--- src/rtl/errlog_pkg.sv ---
package errlog_pkg;

    // physical address width and the log line size exponent
    localparam int PA_W      = 33;
    localparam int GRAIN_LSB = 7;
    localparam int LOG_AW    = PA_W - GRAIN_LSB;

    // register port geometry
    localparam int REG_AW = 3;
    localparam int DW     = 32;
    localparam int ST_W   = 16;

    // status / command bit positions (software decodes these)
    localparam int BIT_CE  = 0;
    localparam int BIT_UE  = 1;
    localparam int BIT_RTO = 8;
    localparam int BIT_LCK = 9;
    localparam int BIT_THM = 11;

    localparam logic [ST_W-1:0] ERR_MASK =
        ST_W'((1 << BIT_CE) | (1 << BIT_UE) | (1 << BIT_RTO) |
              (1 << BIT_LCK) | (1 << BIT_THM));

    typedef enum logic [1:0] {
        LOG_NONE = 2'd0,
        LOG_CE   = 2'd1,
        LOG_UE   = 2'd2
    } log_state_t;

    typedef enum logic [REG_AW-1:0] {
        OFS_STS = 3'd0,
        OFS_CMD = 3'd1,
        OFS_PTR = 3'd2,
        OFS_EXT = 3'd3,
        OFS_SYN = 3'd4
    } reg_ofs_t;

endpackage

--- src/rtl/errlog_status.sv ---
module errlog_status
    import errlog_pkg::*;
(
    input  logic            clk,
    input  logic            rst_n,
    input  logic [ST_W-1:0] set_vec,
    input  logic [ST_W-1:0] clr_vec,
    output logic [ST_W-1:0] status_q
);

    for (genvar i = 0; i < ST_W; i++) begin : g_bit
        if (ERR_MASK[i]) begin : g_flag
            always_ff @(posedge clk or negedge rst_n) begin
                if (!rst_n) begin
                    status_q[i] <= 1'b0;
                end else begin
                    // a new event outranks a clear in the same cycle
                    status_q[i] <= set_vec[i] | (status_q[i] & ~clr_vec[i]);
                end
            end
        end else begin : g_rsvd
            assign status_q[i] = 1'b0;
        end
    end

    logic rsvd_unused;
    assign rsvd_unused = ^((set_vec | clr_vec) & ~ERR_MASK);

endmodule

--- src/rtl/errlog_capture.sv ---
module errlog_capture
    import errlog_pkg::*;
#(
    parameter int AW    = LOG_AW,
    parameter int SYN_W = 8
) (
    input  logic             clk,
    input  logic             rst_n,
    input  logic             ev_ce,
    input  logic             ev_ue,
    input  logic             ce_flag,
    input  logic             clr_ce,
    input  logic             clr_ue,
    input  logic [AW-1:0]    ecc_addr,
    input  logic             ecc_chan,
    input  logic [SYN_W-1:0] ecc_syn,
    output log_state_t       state_q,
    output logic [AW-1:0]    addr_q,
    output logic             chan_q,
    output logic [SYN_W-1:0] syn_q
);

    log_state_t state_d;
    logic       ce_kept;
    logic       load;

    // correctable flag still set after this cycle's clear and events
    assign ce_kept = ev_ce | (ce_flag & ~clr_ce);

    // state register
    always_ff @(posedge clk or negedge rst_n) begin
        if (!rst_n) begin
            state_q <= LOG_NONE;
        end else begin
            state_q <= state_d;
        end
    end

    // transitions
    always_comb begin
        state_d = state_q;
        unique case (state_q)
            LOG_NONE: begin
                if (ev_ue) begin
                    state_d = LOG_UE;
                end else if (ev_ce) begin
                    state_d = LOG_CE;
                end
            end
            LOG_CE: begin
                if (ev_ue) begin
                    state_d = LOG_UE;
                end else if (!ce_kept) begin
                    state_d = LOG_NONE;
                end
            end
            LOG_UE: begin
                if (clr_ue && !ev_ue) begin
                    state_d = ce_kept ? LOG_CE : LOG_NONE;
                end
            end
            default: state_d = LOG_NONE;
        endcase
    end

    // outputs: load the detail registers on the capturing transitions
    always_comb begin
        load = 1'b0;
        unique case (state_q)
            LOG_NONE: load = ev_ue | ev_ce;
            LOG_CE:   load = ev_ue;
            LOG_UE:   load = 1'b0;
            default:  load = 1'b0;
        endcase
    end

    always_ff @(posedge clk or negedge rst_n) begin
        if (!rst_n) begin
            addr_q <= '0;
            chan_q <= 1'b0;
            syn_q  <= '0;
        end else if (load) begin
            addr_q <= ecc_addr;
            chan_q <= ecc_chan;
            syn_q  <= ecc_syn;
        end
    end

endmodule

--- src/rtl/errlog_regport.sv ---
module errlog_regport
    import errlog_pkg::*;
#(
    parameter int AW    = LOG_AW,
    parameter int SYN_W = 8
) (
    input  logic              clk,
    input  logic              rst_n,
    input  logic              wr_en,
    input  logic [REG_AW-1:0] wr_addr,
    input  logic [ST_W-1:0]   wr_data,
    input  logic [REG_AW-1:0] rd_addr,
    input  logic [ST_W-1:0]   status,
    input  logic [AW-1:0]     log_addr,
    input  logic              log_chan,
    input  logic [SYN_W-1:0]  log_syn,
    output logic [ST_W-1:0]   cmd_q,
    output logic [ST_W-1:0]   clr_vec,
    output logic [DW-1:0]     rd_data
);

    localparam int PTR_HI_W = AW - 1;
    localparam int PAD_W    = GRAIN_LSB - 1;

    logic wr_sts;
    logic wr_cmd;
    logic [DW-1:0] ptr_word;
    logic [DW-1:0] ext_word;

    assign wr_sts  = wr_en && (wr_addr == OFS_STS);
    assign wr_cmd  = wr_en && (wr_addr == OFS_CMD);
    assign clr_vec = wr_sts ? (wr_data & ERR_MASK) : '0;

    always_ff @(posedge clk or negedge rst_n) begin
        if (!rst_n) begin
            cmd_q <= '0;
        end else if (wr_cmd) begin
            cmd_q <= wr_data & ERR_MASK;
        end
    end

    assign ptr_word = {log_addr[PTR_HI_W-1:0], {PAD_W{1'b0}}, log_chan};
    assign ext_word = {{(DW-1){1'b0}}, log_addr[AW-1]};

    always_comb begin
        case (reg_ofs_t'(rd_addr))
            OFS_STS: rd_data = {{(DW-ST_W){1'b0}}, status};
            OFS_CMD: rd_data = {{(DW-ST_W){1'b0}}, cmd_q};
            OFS_PTR: rd_data = ptr_word;
            OFS_EXT: rd_data = ext_word;
            OFS_SYN: rd_data = {{(DW-SYN_W){1'b0}}, log_syn};
            default: rd_data = '0;
        endcase
    end

endmodule

--- src/rtl/errlog_top.sv ---
module errlog_top
    import errlog_pkg::*;
#(
    parameter int SYN_W = 8
) (
    input  logic              clk,
    input  logic              rst_n,
    input  logic              ev_ce,
    input  logic              ev_ue,
    input  logic              ev_refto,
    input  logic              ev_lock,
    input  logic              ev_therm,
    input  logic [LOG_AW-1:0] ecc_addr,
    input  logic              ecc_chan,
    input  logic [SYN_W-1:0]  ecc_syn,
    input  logic              wr_en,
    input  logic [REG_AW-1:0] wr_addr,
    input  logic [ST_W-1:0]   wr_data,
    input  logic [REG_AW-1:0] rd_addr,
    output logic [DW-1:0]     rd_data,
    output logic              serr
);

    logic [ST_W-1:0]   set_vec;
    logic [ST_W-1:0]   clr_vec;
    logic [ST_W-1:0]   status_q;
    logic [ST_W-1:0]   cmd_q;
    log_state_t        log_state;
    logic [LOG_AW-1:0] log_addr;
    logic              log_chan;
    logic [SYN_W-1:0]  log_syn;

    always_comb begin
        set_vec          = '0;
        set_vec[BIT_CE]  = ev_ce;
        set_vec[BIT_UE]  = ev_ue;
        set_vec[BIT_RTO] = ev_refto;
        set_vec[BIT_LCK] = ev_lock;
        set_vec[BIT_THM] = ev_therm;
    end

    errlog_status u_status (
        .clk      (clk),
        .rst_n    (rst_n),
        .set_vec  (set_vec),
        .clr_vec  (clr_vec),
        .status_q (status_q)
    );

    errlog_capture #(.AW(LOG_AW), .SYN_W(SYN_W)) u_capture (
        .clk      (clk),
        .rst_n    (rst_n),
        .ev_ce    (ev_ce),
        .ev_ue    (ev_ue),
        .ce_flag  (status_q[BIT_CE]),
        .clr_ce   (clr_vec[BIT_CE]),
        .clr_ue   (clr_vec[BIT_UE]),
        .ecc_addr (ecc_addr),
        .ecc_chan (ecc_chan),
        .ecc_syn  (ecc_syn),
        .state_q  (log_state),
        .addr_q   (log_addr),
        .chan_q   (log_chan),
        .syn_q    (log_syn)
    );

    errlog_regport #(.AW(LOG_AW), .SYN_W(SYN_W)) u_regport (
        .clk      (clk),
        .rst_n    (rst_n),
        .wr_en    (wr_en),
        .wr_addr  (wr_addr),
        .wr_data  (wr_data),
        .rd_addr  (rd_addr),
        .status   (status_q),
        .log_addr (log_addr),
        .log_chan (log_chan),
        .log_syn  (log_syn),
        .cmd_q    (cmd_q),
        .clr_vec  (clr_vec),
        .rd_data  (rd_data)
    );

    always_ff @(posedge clk or negedge rst_n) begin
        if (!rst_n) begin
            serr <= 1'b0;
        end else begin
            serr <= |(status_q & cmd_q);
        end
    end

endmodule

--- config.mk ---
export PLATFORM = sky130hd
export DESIGN_NAME = errlog_top
export DESIGN_NICKNAME = d
export VERILOG_FILES = /design/src/rtl/errlog_pkg.sv /design/src/rtl/errlog_status.sv /design/src/rtl/errlog_capture.sv /design/src/rtl/errlog_regport.sv /design/src/rtl/errlog_top.sv
export SDC_FILE = /design/constraint.sdc
export NUM_CORES = 1
export LEC_CHECK = 0
export ABC_AREA = 1
export ABC_CLOCK_PERIOD_IN_PS = 3230
export BUFFER_PORTS_ARGS = -buffer_cell sky130_fd_sc_hd__buf_2
export CAP_MARGIN = 5
export CORE_MARGIN = 2
export CORE_UTILIZATION = 51
export CTS_CLUSTER_DIAMETER = 60
export CTS_CLUSTER_SIZE = 12
export DETAILED_ROUTE_END_ITERATION = 16
export PLACE_DENSITY = 0.85
export SLEW_MARGIN = 15
export SYNTH_ARGS = -nofsm -noshare
export SYNTH_HDL_FRONTEND = slang
export SYNTH_SLANG_ARGS = --single-unit
export TNS_END_PERCENT = 10
--- constraint.sdc ---
create_clock -name clk -period 3.23 [get_ports clk]
set_input_delay 0.4845 -clock clk [delete_from_list [all_inputs] [get_ports clk]]
set_output_delay 0.4845 -clock clk [all_outputs]
set_load 0.03 [all_outputs]
; ---- Yosys cells after proc, flatten, opt, wreduce, memory -nomap -nowiden
; Cells that the tools add are included.
[op_classes]
bitwise = 17
div_mod_pow = 0
n_eq_ne = 10
muxes = 10
shifts = 0
reduce_logical = 9
order_cmp = 0
n_mul = 0
n_addsub = 0
[op_table]
columns = cell, count
row1 = 32-bit one-hot mux with 5 select lines, 1
row2 = 16-bit OR reduction, 1
row3 = 12-bit AND, 1
row4 = 12-bit 2-to-1 mux, 1
row5 = 2-bit 2-to-1 mux, 5
row6 = "3-bit by 1-bit == test with 1-bit output, second input constant", 2
row7 = "3-bit by 2-bit == test with 1-bit output, second input constant", 2
row8 = 3-bit logical NOT, 2
row9 = "3-bit != test, second input constant", 2
row10 = 1-bit OR, 6
row11 = 2-bit one-hot mux with 3 select lines, 1
row12 = 1-bit AND, 5
row13 = 1-bit inverter, 5
row14 = "3-bit == test, second input constant", 1
row15 = 1-bit logical AND, 3
row16 = 3-bit AND reduction, 1
row17 = "2-bit by 1-bit == test with 1-bit output, second input constant", 1
row18 = "2-bit == test, second input constant", 1
row19 = 2-bit logical NOT, 1
row20 = "2-bit by 1-bit != test with 1-bit output, second input constant", 1
row21 = 1-bit one-hot mux with 2 select lines, 1
row22 = 1-bit logical NOT, 1
row23 = 1-bit 2-to-1 mux, 1
[word_totals]
input_bits = 65
ramBits = 0
memories = 0
rom_bits = 0
latchBits = 0
output_inout_bits = 33
regBits = 48

; ---- Logic depth before layout (Yosys ltp)
[depth]
word_depth = 9
ltp_mapped = 9
depth_no_buf = 9

; ---- Cells and area by module
; From an unflattened synthesis, not the netlist that was laid out.
[hier_totals]
hier_cells = 407
hier_area_um2 = 2840.2
[modules_own_cells]
columns = mod, instances, seq_area_each_um2, cells_each, area_per_inst_um2
row1 = errlog_capture, 1, 925.9, 174, 1551.5
row2 = errlog_regport, 1, 125.1, 159, 839.6
row3 = errlog_status, 1, 125.1, 37, 286.5
row4 = errlog_top, 1, 25.0, 37, 162.7

; ---- Worst setup path after synthesis
; No wires, ideal clock.
[synth_timing]
kind = input -> output
startpoint = in rd_addr[1]
endpoint = out rd_data[0]
t_arrival_ns = 1.404
required_ns = 2.745
stages = 3
path_slack_ns = 1.341
cell_sequence = nor2_2 -> nand2_1 -> o2111ai_1
[synth_between]
elab_chain_cells = 2
[synth_lines]
columns = element, line
row1 = "start, declared", errlog_top.sv:19  ; input logic [REG_AW-1:0] rd_addr,
row2 = "3-bit == test, or another cell as far along", errlog_regport.sv:46  ; case (reg_ofs_t'(rd_addr))
row3 = 32-bit one-hot mux with 5 select lines *, errlog_regport.sv:46
row4 = "end, declared", errlog_top.sv:20  ; output logic [DW-1:0] rd_data,
; Every way passes the cells marked *; elsewhere a longest branch is shown, timed or not.

; ---- Worst setup path in the final report
[layout_timing]
startpoint = in rd_addr[2]
endpoint = out rd_data[11]
; Same word-level chain as after synthesis.

==> run summary <==
The run finished with clean final reports. Summing internal, switching and leakage power gives 0.00199 W. The first-pass iteration count of the detailed router is 5. After synthesis, the largest area contributor takes up 53.6% of total cell area. Static timing analysis puts the maximum clock frequency at 434 MHz. The number of diodes came out at 0.

Sequential cells were found to cover 53.6% of the synthesized design area. The post-synthesis sequential element count is 48. After clock tree synthesis, the clock-pin slew on the worst setup and hold paths is 0.08 ns.

The number of DRC violations after detailed-routing iteration 0 came out at 115. Row generation in the floorplan step produced 24 rows. The clock net in this run drives a total of 48 sinks. Post-CTS repair changed the size of 0 cells.

The clock tree from TritonCTS is yes. Summed over all layers, the global routing overflow is 0. The synthesized area per cell is 8.26 µm². The reg2reg setup slack came out at 1.62 ns. 98 I/O pins were placed. The count of buffers inserted at the top-level ports came out at 86. The number of cell instances on the worst register-to-register path is 4.

The final critical path time including I/O delays and setup is 2.31 ns. The switching fraction of total power is 37.2%. The maximum number of pins on one net before global-route repair came out at 70. The maximum VDD drop is 0.664 mV. In this run the worst setup path begins at rd_addr[2].

The synthesized instance count is 271. The synthesized netlist net count came out at 336. The net count reported at finish came out at 420. Clock tree synthesis inserted a total of 5 buffers.

Final hold analysis gives a worst-case slack of 0.377 ns. Dividing total power by cell area gives a power density of 719 nW/µm². Data on the critical path is required at its endpoint by 2.75 ns.

The worst register-to-register path ends at u_capture.addr_q[25]$_DFFE_PN0P_. The worst hold path belongs to the class input pin to async pin. In this run the power spent charging and discharging nets is 0.000740 W. The highest fanout seen on the critical path came out at 25. The floorplan core area came out at 4290 µm². The die is 70.3 µm tall. Dividing the detail-routed wire length by the instance count gives 11.4 µm. The initial standard-cell utilization of the core is 52.2%. The final estimated routing congestion in global placement is 0.812. The distinct cell type count of the synthesized netlist came out at 24. Yosys attributes the largest share of cell area to dfrtp_1 (54%), nand2_1 (11%), inv_1 (8.0%), o21ai_0 (7.2%), nor2_1 (5.0%). The critical path is of the input pin to output port type. The hold violation count in the final report was 0. The global routing usage summed across all routing layers is 20.3%.

The first global-routing pass estimated 8090 µm of wire. The number of fill cells came out at 390. The clock network accounts for 17.8% of the total power. The cell-internal power is 0.00125 W. For the pin with the worst max-slew slack, the measured transition is 1.03 ns. The count of hold buffers inserted by post-cts repair came out at 0.

The worst register-to-register path begins at u_capture.state_q[0]$_DFFE_PN0P_. The kind of launch point of the worst setup path is an input pin. STA classifies the critical path endpoint as an output port. The number of H-tree levels came out at 2. The via count of the first global-routing pass is 1,879. The final period utilization came out at 71.4%. The per-cell via count in the routed design came out at 4.85. The clock insertion delay at the later pin of the skew report is 0.29 ns. The area growth from synthesis to layout is 23.6%. The number of warnings printed during yosys synthesis came out at 0. Setup repair after global routing left no endpoint under its margin. The count of nets left with antenna violations after detail routing came out at 0. The worst max-slew margin expressed relative to the limit is 31.3%. The root buffer cell chosen for the clock tree is clkbuf_8. The fraction of final layout cells with drive strength greater than 1 came out at 30.3%. dfrtp_1 takes more of the synthesized area than any other cell. The number of antenna violations at the first check in global routing is 0. After legalization and detailed placement, the total HPWL measured 3400 µm. The power share of the combinational group is 36.0%. The final core utilization came out at 64.5%. For the worst setup path, the data arrival time is 1.82 ns. The number of design rule violations left after detail routing came out at 0. The routed layout has 1,979 vias. The part of the total power dissipated in sequential elements came out at 46.2%.

The setup fix buffers added after clock tree synthesis is 0. The longest clock path from root to sink contains 2 buffers. Following the worst setup path forward leads to its endpoint at rd_data[11]. The setup violation total in the final timing report is 0. Across the run, the number of max-cap violations was 0. The area of the die came out at 4940 µm². The leakage power of the design came out at 1.53 nW.

Adding up every negative setup slack in the final design gives 0 ns. The wire length reported by the detailed router came out at 4660 µm. The max-slew violation count came out at 0.

The post-route clock skew came out at 0.00211 ns. The cell area after synthesis came out at 2240 µm². The width of the chip came out at 70.3 µm.
==> worst max-delay path: stages <==
cell and delay, ns:
buf_2 0.12, inv_1 0.18, nand3_2 0.45, o211ai_1 0.35, buf_2 0.24
==> metrics by stage <==
stage	instance area (µm²)	cells	setup slack (ns)
2_1_floorplan	2240	271	1.34
5_1_grt	2770	408	0.826
6_report	2770	408	0.925
3_3_place_gp	2680	400	0.926
4_1_cts	2770	408	0.906
3_5_place_dp	2680	400	0.909
==> how the worst min path moves through the flow <==
stage                                          from                         endpoint  slack [ns]  depth (start not counted)
floorplan                                     rst_n                   serr$_DFF_PN0_        0.19                          0
global placement     u_regport.cmd_q[9]$_DFFE_PN0P_   u_regport.cmd_q[9]$_DFFE_PN0P_        0.50                          2
detailed placement  u_regport.cmd_q[11]$_DFFE_PN0P_                   serr$_DFF_PN0_        0.50                          2
CTS                                        ev_therm  u_status.status_q[11]$_DFF_PN0_        0.37                          3
global route                               ev_therm  u_status.status_q[11]$_DFF_PN0_        0.38                          3
finish                                        rst_n   u_status.status_q[9]$_DFF_PN0_        0.38                          1
==> sequential cells by signal, indices dropped and copies added, names as in the netlist <==
name / flops
u_capture.syn_q: 8
serr: 1
u_status.status_q: 5
u_capture.chan_q: 1
u_regport.cmd_q: 5
u_capture.addr_q: 26
u_capture.state_q: 2
==> synthesized netlist by cell type <==
library cell  count
o22ai_1           1
a21oi_1           1
nor3_1            1
nor2_2            2
o21ai_2           6
buf_2             7
a221oi_1          1
buf_6             2
nor2_1           30
o21ai_1           4
nand3_2           1
o211ai_1          4
nand2_2           2
nand2_4           1
o21ai_0          32
nand3b_2          1
nor2_4            1
nand2_1          66
mux2_2            1
inv_1            48
mux2_4            1
dfrtp_1          48
o2111ai_1         2
nand3_1           8
==> layout make-up <==
cell class	instances	area (µm²)	share of cell area (%)
flip-flops and latches	48	1200	43.4
well taps	52	65.1	2.35
repair buffers	86	430	15.6
clock buffers	8	90.1	3.25
inverters	48	180	6.51
multi-input cells	166	801	28.9
==> cell families (layout without fill, tap and decap cells) <==
group / after synthesis / count (layout) / synth area share (%)
buffers and inverters: 57 / 142 / 10.6
AOI/OAI and AO/OA: 51 / 51 / 13.4
and+or+nand+nor: 113 / 113 / 21.2
DFF: 48 / 48 / 53.6
muxes: 2 / 2 / 1.17
==> layout by cell type (no fill, tap or decap), drive strengths merged, types with 2 or more instances in the layout <==
cell and n:
nand3 9, nor2 33, o2111ai 2, o211ai 4, buf 86, clkbuf 8
o21ai 42, dfrtp 48, mux2 2, nand2 69, inv 48
==> power by group through the flow <==
stage          clock network, W  registers (W)  logic, W
4_1_cts                0.000367       0.000922  0.000727
2_1_floorplan                 0       0.000916  0.000585
6_report               0.000355       0.000919  0.000716
3_5_place_dp                  0       0.000934  0.000723
5_1_grt                0.000393       0.000950  0.000838
3_3_place_gp                  0       0.000923  0.000701
==> routing by layer <==
layer | share of wire (%) | GRT usage, % | up-vias
li1 | - | - | 1006
met1 | 44 | 27.5 | 922
met2 | 51 | 33.2 | 49
met3 | 4.6 | 4.76 | 2
met4 | 0.73 | 4.91 | 0
met5 | 0 | 0 | -
Note: power is estimated with default switching activity, not from simulation.
